### src/rtl/dbb_pkg.sv
package dbb_pkg;
  localparam int ADDR_W = 3;
  localparam int DATA_W = 16;

  localparam logic [ADDR_W-1:0] A_CTRL1 = 3'd0;
  localparam logic [ADDR_W-1:0] A_CTRL2 = 3'd1;
  localparam logic [ADDR_W-1:0] A_STAT  = 3'd3;
  localparam logic [ADDR_W-1:0] A_DATA  = 3'd4;

  localparam int EN_BIT  = 5;
  localparam int ADC_BIT = 7;
  localparam int CS_BIT  = 6;
  localparam int SDO_BIT = 4;

  localparam logic [DATA_W-1:0] CTRL1_RST = 16'h0000;
  localparam logic [DATA_W-1:0] CTRL2_RST = 16'h0040;

  typedef enum logic [1:0] {
    PH_IDLE   = 2'd0,
    PH_SETTLE = 2'd1,
    PH_HIGH   = 2'd2
  } pulse_phase_t;
endpackage

### src/rtl/dbb_sync.sv
module dbb_sync #(
  parameter int STAGES = 2
) (
  input  logic clk,
  input  logic rst,
  input  logic d_in,
  output logic d_out
);
  logic [STAGES-1:0] chain_q;

  always_ff @(posedge clk) begin
    if (rst) chain_q <= '0;
    else     chain_q <= {chain_q[STAGES-2:0], d_in};
  end

  assign d_out = chain_q[STAGES-1];
endmodule

### src/rtl/dbb_regs.sv
module dbb_regs
  import dbb_pkg::*;
(
  input  logic              clk,
  input  logic              rst,
  input  logic [ADDR_W-1:0] addr,
  input  logic [DATA_W-1:0] wdata,
  input  logic              wr,
  input  logic              rd,
  input  logic              sdo_sync,
  output logic [DATA_W-1:0] ctrl1_q,
  output logic [DATA_W-1:0] ctrl2_q,
  output logic [DATA_W-1:0] rdata_q,
  output logic              data_wr
);
  logic [DATA_W-1:0] status_w;
  logic [DATA_W-1:0] rd_mux;

  always_ff @(posedge clk) begin
    if (rst) begin
      ctrl1_q <= CTRL1_RST;
      ctrl2_q <= CTRL2_RST;
    end else if (wr) begin
      if (addr == A_CTRL1) ctrl1_q <= wdata;
      if (addr == A_CTRL2) ctrl2_q <= wdata;
    end
  end

  always_comb begin
    status_w          = '0;
    status_w[SDO_BIT] = sdo_sync;
  end

  always_comb begin
    case (addr)
      A_CTRL1: rd_mux = ctrl1_q;
      A_CTRL2: rd_mux = ctrl2_q;
      A_STAT:  rd_mux = status_w;
      default: rd_mux = '0;
    endcase
  end

  always_ff @(posedge clk) begin
    if (rst)     rdata_q <= '0;
    else if (rd) rdata_q <= rd_mux;
  end

  assign data_wr = wr && (addr == A_DATA);
endmodule

### src/rtl/dbb_pulse.sv
module dbb_pulse
  import dbb_pkg::*;
#(
  parameter int SETTLE_CYC = 2,
  parameter int HIGH_CYC   = 2
) (
  input  logic clk,
  input  logic rst,
  input  logic enable,
  input  logic start,
  input  logic bit_in,
  output logic sdi_q,
  output logic sclk_raw,
  output logic busy
);
  localparam int MAXC = (SETTLE_CYC > HIGH_CYC) ? SETTLE_CYC : HIGH_CYC;
  localparam int CW   = (MAXC < 2) ? 1 : $clog2(MAXC);
  localparam logic [CW-1:0] SETTLE_LAST = CW'(SETTLE_CYC - 1);
  localparam logic [CW-1:0] HIGH_LAST   = CW'(HIGH_CYC - 1);

  pulse_phase_t phase_q;
  logic [CW-1:0] cnt_q;
  logic accept;

  assign accept = start && enable && (phase_q == PH_IDLE);

  always_ff @(posedge clk) begin
    if (rst) begin
      phase_q <= PH_IDLE;
      cnt_q   <= '0;
      sdi_q   <= 1'b0;
    end else if (!enable) begin
      phase_q <= PH_IDLE;
      cnt_q   <= '0;
    end else begin
      case (phase_q)
        PH_IDLE: begin
          if (accept) begin
            sdi_q   <= bit_in;
            phase_q <= PH_SETTLE;
            cnt_q   <= '0;
          end
        end
        PH_SETTLE: begin
          if (cnt_q == SETTLE_LAST) begin
            phase_q <= PH_HIGH;
            cnt_q   <= '0;
          end else begin
            cnt_q <= cnt_q + 1'b1;
          end
        end
        PH_HIGH: begin
          if (cnt_q == HIGH_LAST) begin
            phase_q <= PH_IDLE;
            cnt_q   <= '0;
          end else begin
            cnt_q <= cnt_q + 1'b1;
          end
        end
        default: begin
          phase_q <= PH_IDLE;
          cnt_q   <= '0;
        end
      endcase
    end
  end

  assign sclk_raw = (phase_q == PH_HIGH);
  assign busy     = (phase_q != PH_IDLE);
endmodule

### src/rtl/dac_bitbang_port.sv
module dac_bitbang_port
  import dbb_pkg::*;
#(
  parameter int SETTLE_CYC  = 2,
  parameter int HIGH_CYC    = 2,
  parameter int SYNC_STAGES = 2
) (
  input  logic              clk,
  input  logic              rst,
  input  logic [ADDR_W-1:0] bus_addr,
  input  logic [DATA_W-1:0] bus_wdata,
  input  logic              bus_wr,
  input  logic              bus_rd,
  output logic [DATA_W-1:0] bus_rdata,
  output logic              dac_cs_n,
  output logic              dac_sclk,
  output logic              dac_sdi,
  input  logic              dac_sdo,
  output logic              adc_en,
  output logic              busy
);
  logic [DATA_W-1:0] ctrl1_q;
  logic [DATA_W-1:0] ctrl2_q;
  logic sdo_sync;
  logic data_wr;
  logic sclk_raw;
  logic prog_en;

  dbb_sync #(.STAGES(SYNC_STAGES)) u_sync (
    .clk   (clk),
    .rst   (rst),
    .d_in  (dac_sdo),
    .d_out (sdo_sync)
  );

  dbb_regs u_regs (
    .clk      (clk),
    .rst      (rst),
    .addr     (bus_addr),
    .wdata    (bus_wdata),
    .wr       (bus_wr),
    .rd       (bus_rd),
    .sdo_sync (sdo_sync),
    .ctrl1_q  (ctrl1_q),
    .ctrl2_q  (ctrl2_q),
    .rdata_q  (bus_rdata),
    .data_wr  (data_wr)
  );

  assign prog_en = ctrl1_q[EN_BIT];

  dbb_pulse #(.SETTLE_CYC(SETTLE_CYC), .HIGH_CYC(HIGH_CYC)) u_pulse (
    .clk      (clk),
    .rst      (rst),
    .enable   (prog_en),
    .start    (data_wr),
    .bit_in   (bus_wdata[0]),
    .sdi_q    (dac_sdi),
    .sclk_raw (sclk_raw),
    .busy     (busy)
  );

  assign dac_cs_n = !prog_en || ctrl2_q[CS_BIT];
  assign dac_sclk = prog_en && sclk_raw;
  assign adc_en   = ctrl1_q[ADC_BIT];
endmodule

### config.mk
export PLATFORM = sky130hd
export DESIGN_NAME = dac_bitbang_port
export DESIGN_NICKNAME = d
export VERILOG_FILES = /design/src/rtl/dbb_pkg.sv /design/src/rtl/dbb_sync.sv /design/src/rtl/dbb_regs.sv /design/src/rtl/dbb_pulse.sv /design/src/rtl/dac_bitbang_port.sv
export SDC_FILE = /design/constraint.sdc
export NUM_CORES = 1
export LEC_CHECK = 0
export BUFFER_PORTS_ARGS = -buffer_cell sky130_fd_sc_hd__buf_2
export CORE_MARGIN = 4
export CORE_UTILIZATION = 45
export DETAILED_ROUTE_END_ITERATION = 16
export GPL_TIMING_DRIVEN = 0
export PLACE_DENSITY = 0.65
export SYNTH_ARGS = -nofsm -noshare
export SYNTH_HDL_FRONTEND = slang
export SYNTH_HIERARCHICAL = 1
export SYNTH_SLANG_ARGS = --single-unit
### constraint.sdc
create_clock -name clk -period 1.7 [get_ports clk]
set_input_delay 0.17 -clock clk [delete_from_list [all_inputs] [get_ports clk]]
set_output_delay 0.17 -clock clk [all_outputs]
set_load 0.02 [all_outputs]
-- Yosys cells after proc, flatten, opt, wreduce, memory -nomap -nowiden
Index checks and enable logic that the tools add are counted.
- equality and inequality tests: 8
- add/subtract/negate cells: 1
- reduce and logical (&&, ||, !) cells: 15
- multiplexer cells: 8
- bitwise gates (word level): 1
- operators by type and width (kind ; number):
    $pmux W16 S3 ; 1
    $mux W2 ; 3
    $ne A2 B1 Y1 const B ; 3
    $pmux W2 S3 ; 1
    $reduce_and A3 Y1 ; 2
    $logic_and A1 B1 Y1 ; 4
    $reduce_and A2 Y1 ; 2
    $reduce_or A2 Y1 ; 2
    $eq A3 B1 Y1 const B ; 1
    $eq A3 B2 Y1 const B ; 1
    $eq A3 B3 Y1 const B ; 1
    $logic_not A3 Y1 ; 1
    $eq A2 B1 Y1 const B ; 1
    $eq A2 B2 Y1 const B ; 1
    $logic_not A2 Y1 ; 1
    $mux W1 ; 2
    $pmux W1 S2 ; 1
    $reduce_bool A2 Y1 ; 1
    $add A1 B1 Y1 const B ; 1
    $logic_not A1 Y1 ; 1
    $logic_or A1 B1 Y1 ; 1
    $not A1 Y1 ; 1
- flip-flop bits (word level): 54
- output and inout bits: 21
- input bits: 24

-- Depth between registers and ports, before layout
Gate-level depths: netlist of the first run.
- depth after elaboration: 6
- depth in mapped cells: 6
- mapped depth without buffers: 5

-- Hierarchy
Netlist of the first run, hierarchy kept.
- modules (own cells, without submodules) (module ; area an instance (um^2) ; times used ; cells an instance):
    dbb_regs ; 1966.9 ; 1 ; 234
    dbb_pulse ; 281.5 ; 1 ; 30
    dbb_sync ; 52.6 ; 1 ; 4
    dac_bitbang_port ; 12.5 ; 1 ; 2

-- Worst setup path before layout of the first run
No wires, ideal clock.
- path type: in2reg
- start: input bus_addr[0]
- end: register u_pulse.cnt_q
- stages: 6
- data arrival time: 1.443 ns
- data required time: 1.584 ns
- path slack: 0.141 ns
- library setup time: 0.116 ns
- path through: buf_4 buf_2 nor4b_1 nand2b_1 mux2i_1 nor2b_1
- cells in the longest elaborated chain, start to end: 5
- RTL lines (what ; RTL line ; RTL):
    start, declared ; dac_bitbang_port.sv:10 ; input logic [ADDR_W-1:0] bus_addr,
    $eq A3 B3 Y1 ; dbb_regs.sv:48 ; assign data_wr = wr && (addr == A_DATA);
    $logic_and A1 B1 Y1 ; dbb_regs.sv:48 ;
    via data_wr ; dac_bitbang_port.sv:25 ; logic data_wr;
    $logic_and A1 B1 Y1 (2 in series) ; dbb_pulse.sv:25 ; assign accept = start && enable && (phase_q == PH_IDLE);
    $ne A2 B1 Y1 (no line) ; - ;
    end signal, assigned ; dbb_pulse.sv:49 ; cnt_q <= cnt_q + 1'b1;
    end signal, assigned ; dbb_pulse.sv:57 ; cnt_q <= cnt_q + 1'b1;
    end, declared ; dbb_pulse.sv:22 ; logic [CW-1:0] cnt_q;
The timed path passes the listed nets, and every way through them passes these cells.
A chain may end at the register's enable or synchronous reset.

==> results by group, run 1 <==
Global route
  • First-pass GRT wire length: 8.62 mm
  • Largest net degree at the start of global routing: 15
  • Vias in the first global route: 1,819
  • Initial antenna violation count: 0
  • All-Layer GR Usage: 17.7%
  • Gr ovfl total: 0

Synth
  • Synth top area share: 46.7%
  • Syn_area_per_cell: 8.57 µm²
  • #FFs+latches synth: 54
  • Yosys warning count: 6
  • Syn nets: 299
  • Most frequent cell after synthesis: nand2_1
  • Combinational family with the most area after synthesis: simple AND/OR/NAND/NOR gates
  • Synthesized area: 2310 µm²
  • Cell count after synthesis: 270
  • Post-synthesis mux area share: 8.60%
  • Synth cell types: 34
  • Synth area leader: dfxtp_1
  • Synth Area in Simple Gates: 24.1%
  • Synth Area in Compound Gates: 13.6%
  • Register area share after synthesis: 46.7%
  • Commonest cells in the netlist: nand2_1 (62), dfxtp_1 (54), a21oi_1 (46), nor2b_1 (19), nor2_1 (17)
  • Synth Area in Adders: 2.70%
  • Most used DFF post-synth: dfxtp_1
  • Async set-or-reset flop fraction in the synthesized netlist: 0%
  • Post-synth EDFFs: 0
  • Ranking of synthesized cells by area: dfxtp_1 (47%), nand2_1 (10%), a21oi_1 (10%)
  • Post-synthesis xor/xnor area fraction: 0%

Die
  • Area of the die: 6350 µm²
  • Die Ht: 79.7 µm
  • Core area: 4850 µm²
  • I/O pin cnt: 45
  • Die width: 79.7 µm
  • FP Rows: 25
  • Initial Util: 47.7%

Drt
  • Metal-1 WL: 2.63 mm
  • Routed len/inst: 13.7 µm
  • Residual DRC: 0
  • Met2 wire len: 2.40 mm
  • Via-to-Cell Ratio: 4.90
  • Total number of vias: 1,901
  • Met3 WL: 235 µm
  • Post-Route WL: 5.33 mm
  • DRT Pass-1 Iters: 4
  • Iter 0 DRT Violations: 75
  • Uppermost routed layer: met4
  • Post-DRT Antenna Nets: 0

Critical path
  • Crit path DAT: 1.71 ns
  • Crit path launch type: input pin
  • CP Capture Type: register
  • CP required: 1.93 ns
  • Critical-path top delay cell: nor3b_1
  • Reg2reg setup slack: 0.45 ns
  • Crit Path Class: input pin to register
  • CP startpoint: bus_rd
  • Cells on worst reg2reg path: 5
  • Levels on crit path: 5
  • Top Family by Delay on Critical Path: simple AND/OR/NAND/NOR gates
  • Max incr delay on CP: 0.82 ns
  • Worst Setup EP: u_regs/rdata_q[5]
  • Worst-path fanout max: 10
  • CP cell instances: buf_2, nor3b_1, buf_4, a21oi_1, nor2_1
  • Buffers plus inverters on the worst setup path: 2
  • Worst r2r src: u_pulse/phase_q[0]
  • R2R Path End: u_pulse/phase_q[0]

Clock tree
  • CTS tree: done
  • Clk Latency, worst-skew pair: 0.30 ns
  • CTS root buffer: clkbuf_8
  • CTS H-tree lvls: 2
  • Postcts setup bufs: 0
  • Clk buf depth: 2
  • Clock-pin slew on the worst setup and hold paths: 0.09 ns
  • Clock Sink Count: 54
  • CTS Buf Count: 5

Timing
  • Worst-Margin Slew: 0.976 ns
  • Hold Slack: 0.0796 ns
  • Layout Skew: 0.00221 ns
  • Endpoints failing setup: 0
  • Fmax: 678 MHz
  • Final-report hold violation count: 0
  • Slew headroom: 34.8%
  • Tmin final: 1.48 ns
  • PnR worst setup slack: 0.224 ns
  • RSZ-0062 raised after global routing: false
  • Final number of max-transition violations: 0
  • Fin crit share: 86.8%

Final layout
  • Antenna Diode Count: 0
  • Final #Nets: 350
  • Share of post-route cells with drive strength above 1: 24.0%
  • Post-route cell area: 2700 µm²
  • Synthesis-to-layout area growth: 16.7%

Power and ir drop
  • Overall power: 2.13 mW
  • Lkg Pwr: 1.10 nW
  • Cell Pwr Density: 788 nW/µm²
  • VDD IR-drop max: 0.637 mV

Placement
  • Place WS: -0.264 ns
  • Post-DP Area: 2620 µm²
  • Routability cong.: 0.759
  • Detailed placement HPWL: 3.71 mm
  • # port buffers: 44

Job
  • MaxCap Viol Count: 0

Status
  • Status: complete, no violations

Min path
  • Hold Path Class: input pin to register
## cell usage in the layout, fill, tap and decap left out, types with 2 or more instances in the layout
| master | instances |
|---|---|
| and2b_1 | 2 |
| nand2b_1 | 3 |
| mux2_2 | 15 |
| a31oi_1 | 2 |
| nor2b_1 | 19 |
| o21ai_0 | 2 |
| mux2i_1 | 3 |
| buf_4 | 3 |
| clkbuf_1 | 10 |
| a21oi_1 | 46 |
| inv_1 | 4 |
| dfxtp_1 | 54 |
| clkbuf_8 | 5 |
| nor3_1 | 2 |
| ha_1 | 5 |
| buf_2 | 47 |
| nand2_1 | 62 |
| nand3_1 | 3 |
| a21boi_1 | 2 |
| nor2_1 | 17 |
## layout make-up
cell class,count,area [µm²]
fillers,460,2150
inverters,4,15.0
clock buffers,7,76.3
well taps,67,83.8
flip-flops and latches,54,1080
multi-input cells,196,1140
repair buffers,44,220
plain buffers,16,83.8
## kinds of logic (layout without fill, tap and decap cells)
group | Yosys count | after routing
flip-flops | 54 | 54
multiplexers | 18 | 18
AO/OA/AOI/OAI | 57 | 57
buffers and inverters | 20 | 71
adder cells (fa/ha/maj) | 5 | 5
AND/OR/NAND/NOR | 116 | 116
## routing by layer
metal  vias to the layer above  GRT usage [%]
li1                        997              -
met1                       861           23.8
met2                        37           28.4
met3                         6           4.51
met4                         0           4.64
met5                         -              0
## worst register-to-register path, stage by stage, from the launching register on
cell	delay, ns
dfxtp_1	0.38
inv_1	0.09
ha_1	0.25
a21boi_2	0.17
o21ai_0	0.17
a21boi_1	0.08
## per-stage QoR
step / cells / util, % / setup TNS [ns]
3_5_place_dp: 381 / 54.0 / -1.33
4_1_cts: 388 / 55.6 / 0
2_1_floorplan: 270 / - / 0
6_report: 388 / 55.7 / 0
3_3_place_gp: 381 / 54.0 / -0.995
5_1_grt: 388 / 55.7 / 0
## power breakdown
group	switching, mW	internal, mW
registers	0.00975	1.28
clock network	0.379	0.285
logic	0.104	0.0656
total	0.493	1.63
## worst min path at each step
stage                 start                end  cells after the start
global route        dac_sdo  u_sync/chain_q[0]                      2
detailed placement  dac_sdo  u_sync/chain_q[0]                      2
global placement    dac_sdo  u_sync/chain_q[0]                      2
floorplan               rst  u_sync/chain_q[0]                      1
CTS                 dac_sdo  u_sync/chain_q[0]                      2
finish              dac_sdo  u_sync/chain_q[0]                      2
## registers in the layout, indices dropped and copies added (netlist names)
register	flops
u_pulse/cnt_q	1
u_sync/chain_q	2
u_pulse/sdi_q	1
u_pulse/phase_q	2
u_regs/ctrl2_q	16
u_regs/rdata_q	16
u_regs/ctrl1_q	16
## what timing repair did
action,in CTS,in global routing
hold endpoints to repair,0,0
hold buffers,0,0
resized for setup,0,1
setup endpoints to repair,0,2
No activity file was read; power rests on OpenSTA's default activity.
==> run 2: changes to the inputs <==
ABC_AREA = 1   (was not set)
==> run 2 against run 1 <==
Effect of this change: register-to-register slack about the same; sequential share of layout area up 0.15 points; critical path depth unchanged; area after synthesis down 0.38%; highest routed layer unchanged; die area down 0.34%; final cell count up 12%; via count up 8.0%; clock skew up 0.0034 ns; clock-buffer cell count unchanged; first-iteration DRC count up 51%; combinational power up 5%; power up 3.8%.
==> results by group, run 2 <==
Status
  • Status: complete, no violations

Min path
  • Hold Path Class: input pin to register
  • Hold Crit Depth: 3 (+1)
  • Hold path start: dac_sdo
  • Worst hold endpoint: u_sync/chain_q[0]

Global route
  • Met3 GRT Util: 4.18% (-0.34 points)
  • Largest net degree at the start of global routing: 16 (+1)
  • Initial antenna violation count: 0 (unchanged)
  • All-Layer GR Usage: 18.1% (+0.39 points)
  • Global Route met1 Usage: 22.8% (-0.95 points)
  • Gr busiest metal: met2
  • Met2 usage in global routing: 29.9% (+1.5 points)
  • Vias in the first global route: 1,968 (+8.2%)
  • First-pass GRT wire length: 8.86 mm (+2.8%)
  • Gr ovfl total: 0 (unchanged)

Critical path
  • Crit Path Class: register to primary output
  • Most Frequent Cell on Critical Path: inv_1
  • CP required: 1.53 ns (-0.40 ns)
  • Cells on worst reg2reg path: 6 (+1)
  • Worst-path fanout max: 4 (-6)
  • Crit path DAT: 1.29 ns (-0.42 ns)
  • Levels on crit path: 5 (unchanged)
  • Buffers plus inverters on the worst setup path: 3 (+1)
  • Worst r2r src: u_pulse/phase_q[0]
  • Top Family by Delay on Critical Path: flip-flops
  • Reg2reg setup slack: 0.45 ns (about the same)
  • CP Capture Type: primary output
  • Max incr delay on CP: 0.40 ns (-0.42 ns)
  • R2R Path End: u_pulse/phase_q[1]
  • Crit path launch type: register
  • CP cell instances: inv_1, ha_1, nand2_1, inv_1, buf_2
  • Critical-path top delay cell: dfxtp_1

Placement
  • Place WS: 0.174 ns (+0.438 ns)
  • Detailed placement HPWL: 3.89 mm (+5.0%)
  • # port buffers: 42 (-4.5%)
  • Post-DP Area: 2600 µm² (-0.72%)
  • Routability cong.: 0.803 (+5.7%)

Drt
  • Routed len/inst: 12.1 µm (-12%)
  • Post-DRT Antenna Nets: 0 (unchanged)
  • Iter 0 DRT Violations: 113 (+51%)
  • Via-to-Cell Ratio: 4.73 (-3.4%)
  • Residual DRC: 0 (unchanged)
  • DRT Pass-1 Iters: 4 (unchanged)
  • Total number of vias: 2,054 (+8.0%)
  • Post-Route WL: 5.24 mm (-1.6%)

Job
  • MaxCap Viol Count: 0 (unchanged)

Synth
  • Synth top area share: 46.9% (+0.18 points)
  • Commonest cells in the netlist: nand2_1 (101), dfxtp_1 (54), a21oi_1 (36), nor2_1 (35), nand3_1 (21)
  • Most frequent cell after synthesis: nand2_1
  • Combinational family with the most area after synthesis: simple AND/OR/NAND/NOR gates
  • Syn_area_per_cell: 7.27 µm² (-15%)
  • Post-synthesis xor/xnor area fraction: 0% (unchanged)
  • Syn nets: 346 (+16%)
  • Register area share after synthesis: 46.9% (+0.18 points)
  • Most used DFF post-synth: dfxtp_1
  • Cell count after synthesis: 317 (+17%)
  • Async set-or-reset flop fraction in the synthesized netlist: 0% (unchanged)
  • Synth Area in Compound Gates: 11.9% (-1.7 points)
  • Synth Area in Adders: 2.71% (+0.010 points)
  • #FFs+latches synth: 54 (unchanged)
  • Synth area leader: dfxtp_1
  • Ranking of synthesized cells by area: dfxtp_1 (47%), nand2_1 (16%), a21oi_1 (7.8%)
  • Post-synth EDFFs: 0 (unchanged)
  • Synth Area in Simple Gates: 30.8% (+6.7 points)
  • Yosys warning count: 6 (unchanged)
  • Post-synthesis mux area share: 0% (-8.6 points)
  • Synthesized area: 2300 µm² (-0.38%)
  • Synth cell types: 22 (-35%)

Final layout
  • Area of the multi-input gates: 1050 µm² (-8.2%)
  • Synthesis-to-layout area growth: 16.7% (about the same)
  • # fillers: 493 (+7.2%)
  • Register area: 1080 µm² (unchanged)
  • Largest regs: u_regs/ctrl1_q x16, u_regs/ctrl2_q x16, u_regs/rdata_q x16
  • Most common cell after layout, fill and taps aside: nand2_1
  • Post-route cell area: 2690 µm² (-0.37%)
  • Antenna Diode Count: 0 (unchanged)
  • Share of post-route cells with drive strength above 1: 19.6% (-4.4 points)
  • Final #Nets: 395 (+13%)
  • Most frequent cells in the layout: nand2_1 (101), dfxtp_1 (54), buf_2 (48), a21oi_1 (36), nor2_1 (35)

Clock tree
  • PostCTS Resize Cnt: 0 (unchanged)
  • Clock-pin slew on the worst setup and hold paths: 0.09 ns (about the same)
  • # hold bufs at CTS: 0 (unchanged)
  • Clk buf depth: 2 (unchanged)
  • CTS H-tree lvls: 2 (unchanged)
  • Clock Sink Count: 54 (unchanged)
  • CTS Buf Count: 5 (unchanged)
  • CTS root buffer: clkbuf_8
  • CTS tree: done
  • Postcts setup bufs: 0 (unchanged)
  • Clk Latency, worst-skew pair: 0.30 ns (about the same)

Timing
  • Fmax: 685 MHz (+1.0%)
  • PnR worst setup slack: 0.239 ns (+0.0150 ns)
  • Layout Skew: 0.00559 ns (+0.00338 ns)
  • Final-report hold violation count: 0 (unchanged)
  • Tmin final: 1.46 ns (-0.0150 ns)
  • RSZ-0062 raised after global routing: false
  • Endpoints failing setup: 0 (unchanged)
  • Final number of max-transition violations: 0 (unchanged)
  • Hold Slack: 0.0649 ns (-0.0147 ns)
  • Worst-Margin Slew: 0.539 ns (-0.437 ns)
  • Slew headroom: 64.1% (+29 points)
  • Fin crit share: 85.9% (-0.88 points)
  • Total negative slack: 0 ns (unchanged)

Die
  • Die Ht: 79.6 µm (-0.17%)
  • I/O pin cnt: 45 (unchanged)
  • Core area: 4850 µm² (unchanged)
  • Area of the die: 6330 µm² (-0.34%)
  • Initial Util: 47.5% (-0.18 points)
  • FP Rows: 25 (unchanged)
  • Die width: 79.6 µm (-0.17%)

Power and ir drop
  • Cell Pwr Density: 821 nW/µm² (+4.2%)
  • VDD IR-drop max: 0.411 mV (-35%)
  • Overall power: 2.21 mW (+3.8%)
  • Lkg Pwr: 1.17 nW (+5.9%)
[run 2: cell types whose count changed in the layout (fill, tap and decap cells not counted), moves of 10 or more]
cell,before,now
nand2_1,62,101
nor2b_1,19,0
nand3_1,3,21
nor2_1,17,35
mux2_2,15,0
o21ai_0,2,16
inv_1,4,15
a21oi_1,46,36
[run 2: where the power goes]
part,total (mW),switching (mW),internal (mW),leakage (nW)
Combinational,0.178,0.116,0.0618,0.681
Clock,0.727,0.398,0.330,0.0482
Sequential,1.30,0.0130,1.29,0.437
[run 2: kinds of logic after synthesis]
family	Yosys count
adders and majority gates	5
buffers and inverters	35
and+or+nand+nor	169
DFF	54
AOI/OAI and AO/OA	54
[run 2: tightest hold or removal path, stage by stage]
cell and delay [ns]:
buf_2 0.09, inv_1 0.04, nor2_1 0.03
[run 2: through the flow]
stage | util (%) | cells
6_report | 55.5 | 434
5_1_grt | 55.5 | 434
4_1_cts | 55.5 | 434
3_5_place_dp | 53.6 | 426
3_3_place_gp | 53.6 | 426
2_1_floorplan | - | 317
[run 2: layout make-up]
cell class	instances	share of cell area, %
flip-flops and latches	54	40.2
multi-input cells	228	38.9
repair buffers	42	7.81
plain buffers	17	3.91
clock buffers	7	3.21
well taps	67	3.12
inverters	18	2.70
clock inverters	1	0.186
[run 2: worst max-delay path by stage]
stage	start	endpoint	slack, ns
final	u_pulse/phase_q[0]	dac_sclk	0.24
after global routing	u_pulse/phase_q[0]	dac_sclk	0.17
after CTS	u_pulse/phase_q[0]	dac_sclk	0.22
after detailed placement	bus_wr	u_pulse/phase_q[1]	0.17
after global placement	bus_wr	u_pulse/phase_q[1]	0.19
after floorplan	bus_wr	u_pulse/phase_q[0]	0.41
[run 2: layer usage]
| metal | share of wire [%] | up-vias |
|---|---|---|
| met2 | 45 | 53 |
| met4 | 1.3 | 0 |
| met3 | 6.0 | 4 |
| li1 | - | 1101 |
| met1 | 47 | 896 |
| met5 | 0 | - |
==> run 3: changes to the inputs <==
CTS_CLUSTER_DIAMETER = 40   (was not set)
REMOVE_ABC_BUFFERS = 1   (was not set)
==> run 3 against run 2 <==
Effect of this change: combinational power decreased by 8%; critical path depth increased by 2; final cell count decreased by 3.5%; register-to-register slack improved by 0.06 ns; fmax decreased by 1.5%; largest cell class unchanged; routed wire length decreased by 2.5%; clock-buffer cell count unchanged; highest routed layer unchanged; global-route usage decreased by 1.0 points; clock skew decreased by 0.0030 ns; power increased by 4.6%.
==> results by group, run 3 (synthesis gave the netlist of run 2 again) <==
Status
  • Status: complete, no violations

Drt
  • Post-DRT Antenna Nets: 0 (unchanged)
  • Residual DRC: 0 (unchanged)
  • Iter 0 DRT Violations: 146 (+29%)
  • Via-to-Cell Ratio: 4.76 (+0.60%)
  • Routed len/inst: 12.2 µm (+0.95%)
  • DRT Pass-1 Iters: 4 (unchanged)
  • Post-Route WL: 5.11 mm (-2.5%)
  • Total number of vias: 1,995 (-2.9%)

Clock tree
  • # hold bufs at CTS: 0 (unchanged)
  • PostCTS Resize Cnt: 0 (unchanged)
  • Clock-pin slew on the worst setup and hold paths: 0.09 ns (about the same)
  • CTS root buffer: clkbuf_8
  • CTS tree: done
  • Clk buf depth: 2 (unchanged)
  • CTS Buf Count: 5 (unchanged)
  • Clock Sink Count: 54 (unchanged)
  • Postcts setup bufs: 0 (unchanged)
  • Clk Latency, worst-skew pair: 0.30 ns (about the same)
  • CTS H-tree lvls: 2 (unchanged)

Timing
  • Worst-Margin Slew: 0.724 ns (+0.184 ns)
  • Endpoints failing setup: 0 (unchanged)
  • RSZ-0062 raised after global routing: false
  • Hold Slack: 0.0696 ns (+0.00471 ns)
  • Layout Skew: 0.00259 ns (-0.00300 ns)
  • Final number of max-transition violations: 0 (unchanged)
  • Fmax: 674 MHz (-1.5%)
  • Tmin final: 1.48 ns (+0.0228 ns)
  • Fin crit share: 87.3% (+1.3 points)
  • Slew headroom: 51.6% (-12 points)
  • Final-report hold violation count: 0 (unchanged)

Final layout
  • Most common cell after layout, fill and taps aside: nand2_1
  • # fillers: 516 (+4.7%)
  • Most frequent cells in the layout: nand2_1 (101), dfxtp_1 (54), buf_2 (44), a21oi_1 (36), nor2_1 (35)
  • Antenna Diode Count: 0 (unchanged)
  • Area of the multi-input gates: 1050 µm² (unchanged)
  • Register area: 1080 µm² (unchanged)
  • Share of post-route cells with drive strength above 1: 17.6% (-2.0 points)
  • Final #Nets: 380 (-3.8%)
  • Largest regs: u_regs/ctrl1_q x16, u_regs/ctrl2_q x16, u_regs/rdata_q x16
  • Synthesis-to-layout area growth: 13.2%
  • Post-Route Utilization: 53.8% (-1.7 points)

Placement
  • Detailed placement HPWL: 3.13 mm (-20%)
  • # port buffers: 44 (+4.8%)
  • Routability cong.: 0.719 (-10%)

Critical path
  • Buffers plus inverters on the worst setup path: 2 (-1)
  • CP startpoint: bus_addr[0]
  • Crit Path Class: input pin to register
  • Cells on worst reg2reg path: 6 (unchanged)
  • Critical-path top delay cell: nor2_4
  • CP required: 1.86 ns (+0.33 ns)
  • Crit path DAT: 1.64 ns (+0.35 ns)
  • Crit path launch type: input pin
  • CP cell instances: buf_2, inv_1, nand2_2, nor2_4, nand2_2, nand2_1, a21oi_1
  • Top Family by Delay on Critical Path: simple AND/OR/NAND/NOR gates
  • R2R Path End: u_pulse/phase_q[0]
  • Worst r2r src: u_pulse/phase_q[0]
  • Most Frequent Cell on Critical Path: nand2_2
  • Levels on crit path: 7 (+2)
  • CP Capture Type: register
  • Worst-path fanout max: 32 (+28)
  • Max incr delay on CP: 0.56 ns (+0.16 ns)
  • Reg2reg setup slack: 0.51 ns (+0.06 ns)

Power and ir drop
  • VDD IR-drop max: 0.402 mV (-2.2%)
  • Switching Share: 22.9% (-1.0 points)
  • Net Switching: 527 µW (+0.17%)
  • Internal power: 1.78 mW (+5.9%)
  • Cell Pwr Density: 884 nW/µm² (+7.8%)
  • Lkg Pwr: 1.12 nW (-4.3%)
  • Logic pwr share: 7.1% (-1.0 points)
  • Overall power: 2.31 mW (+4.6%)
  • Seq pwr share: 56.4% (-2.6 points)
  • Clock Power Share: 36.5% (+3.6 points)

Min path
  • Worst hold endpoint: u_sync/chain_q[0]
  • Hold Path Class: input pin to register
  • Hold Crit Depth: 3 (unchanged)
  • Hold path start: dac_sdo

Die
  • Area of the die: 6330 µm² (unchanged)
  • Die Ht: 79.6 µm (unchanged)
  • Die width: 79.6 µm (unchanged)
  • FP Rows: 25 (unchanged)
  • I/O pin cnt: 45 (unchanged)
  • Core area: 4850 µm² (unchanged)
  • Initial Util: 47.5% (unchanged)

Global route
  • Largest net degree at the start of global routing: 38 (+22)
  • First-pass GRT wire length: 8.56 mm (-3.4%)
  • Initial antenna violation count: 0 (unchanged)
  • Gr ovfl total: 0 (unchanged)
  • Vias in the first global route: 1,865 (-5.2%)
  • All-Layer GR Usage: 17.1% (-1.0 points)

Job
  • MaxCap Viol Count: 0 (unchanged)
-- run 3: cell types whose count changed in the layout (fill, tap and decap cells not counted), moves of 2 or more --
cell,change
buf_6,-2
buf_2,-4
buf_4,-2
clkbuf_1,-5
-- run 3: power by group through the flow --
stage	Clock, mW	Combinational (mW)	Sequential (mW)
after global routing	0.927	0.186	1.31
after floorplan	0	0.0737	1.33
after detailed placement	0	0.166	1.33
final	0.842	0.164	1.30
after CTS	0.878	0.167	1.30
after global placement	0	0.165	1.33
-- run 3: tightest hold or removal path, delay by kind of cell --
family                 cells  cell delay, ns
buffers and inverters      2            0.13
and+or+nand+nor            1            0.03
-- run 3: worst max path at each step --
stage | end | slack (ns)
2_1_floorplan | u_regs/ctrl1_q[0] | 0.51
3_3_place_gp | u_regs/ctrl1_q[5] | -0.13
3_5_place_dp | u_regs/ctrl1_q[15] | -0.12
4_1_cts | u_regs/ctrl1_q[15] | 0.20
5_1_grt | u_regs/ctrl1_q[0] | 0.05
6_report | u_regs/ctrl1_q[6] | 0.22
-- run 3: layout make-up --
type	instances	share of cell area (%)
clock inverter	1	1.15
inverter	18	2.78
sequential	54	41.4
timing repair buffer	44	8.44
tap	67	3.21
clock buffer	7	2.92
multi-input combinational	228	40.1
-- run 3: per-layer routing --
layer	wire length, µm	track usage [%]	vias to the layer above
met2	2380	29.9	34
met5	0	0	-
li1	-	-	1072
met1	2440	20.5	887
met3	259	4.85	2
met4	31	4.64	0
-- run 3: through the flow --
stage / area [µm²] / setup slack [ns] / setup TNS (ns) / std cells
after detailed placement: 2500 / -0.124 / -1.78 / 411
after floorplan: 2200 / 0.505 / 0 / 300
after global routing: 2610 / 0.0453 / 0 / 419
after CTS: 2610 / 0.197 / 0 / 419
final: 2610 / 0.217 / 0 / 419
after global placement: 2500 / -0.125 / -1.92 / 411
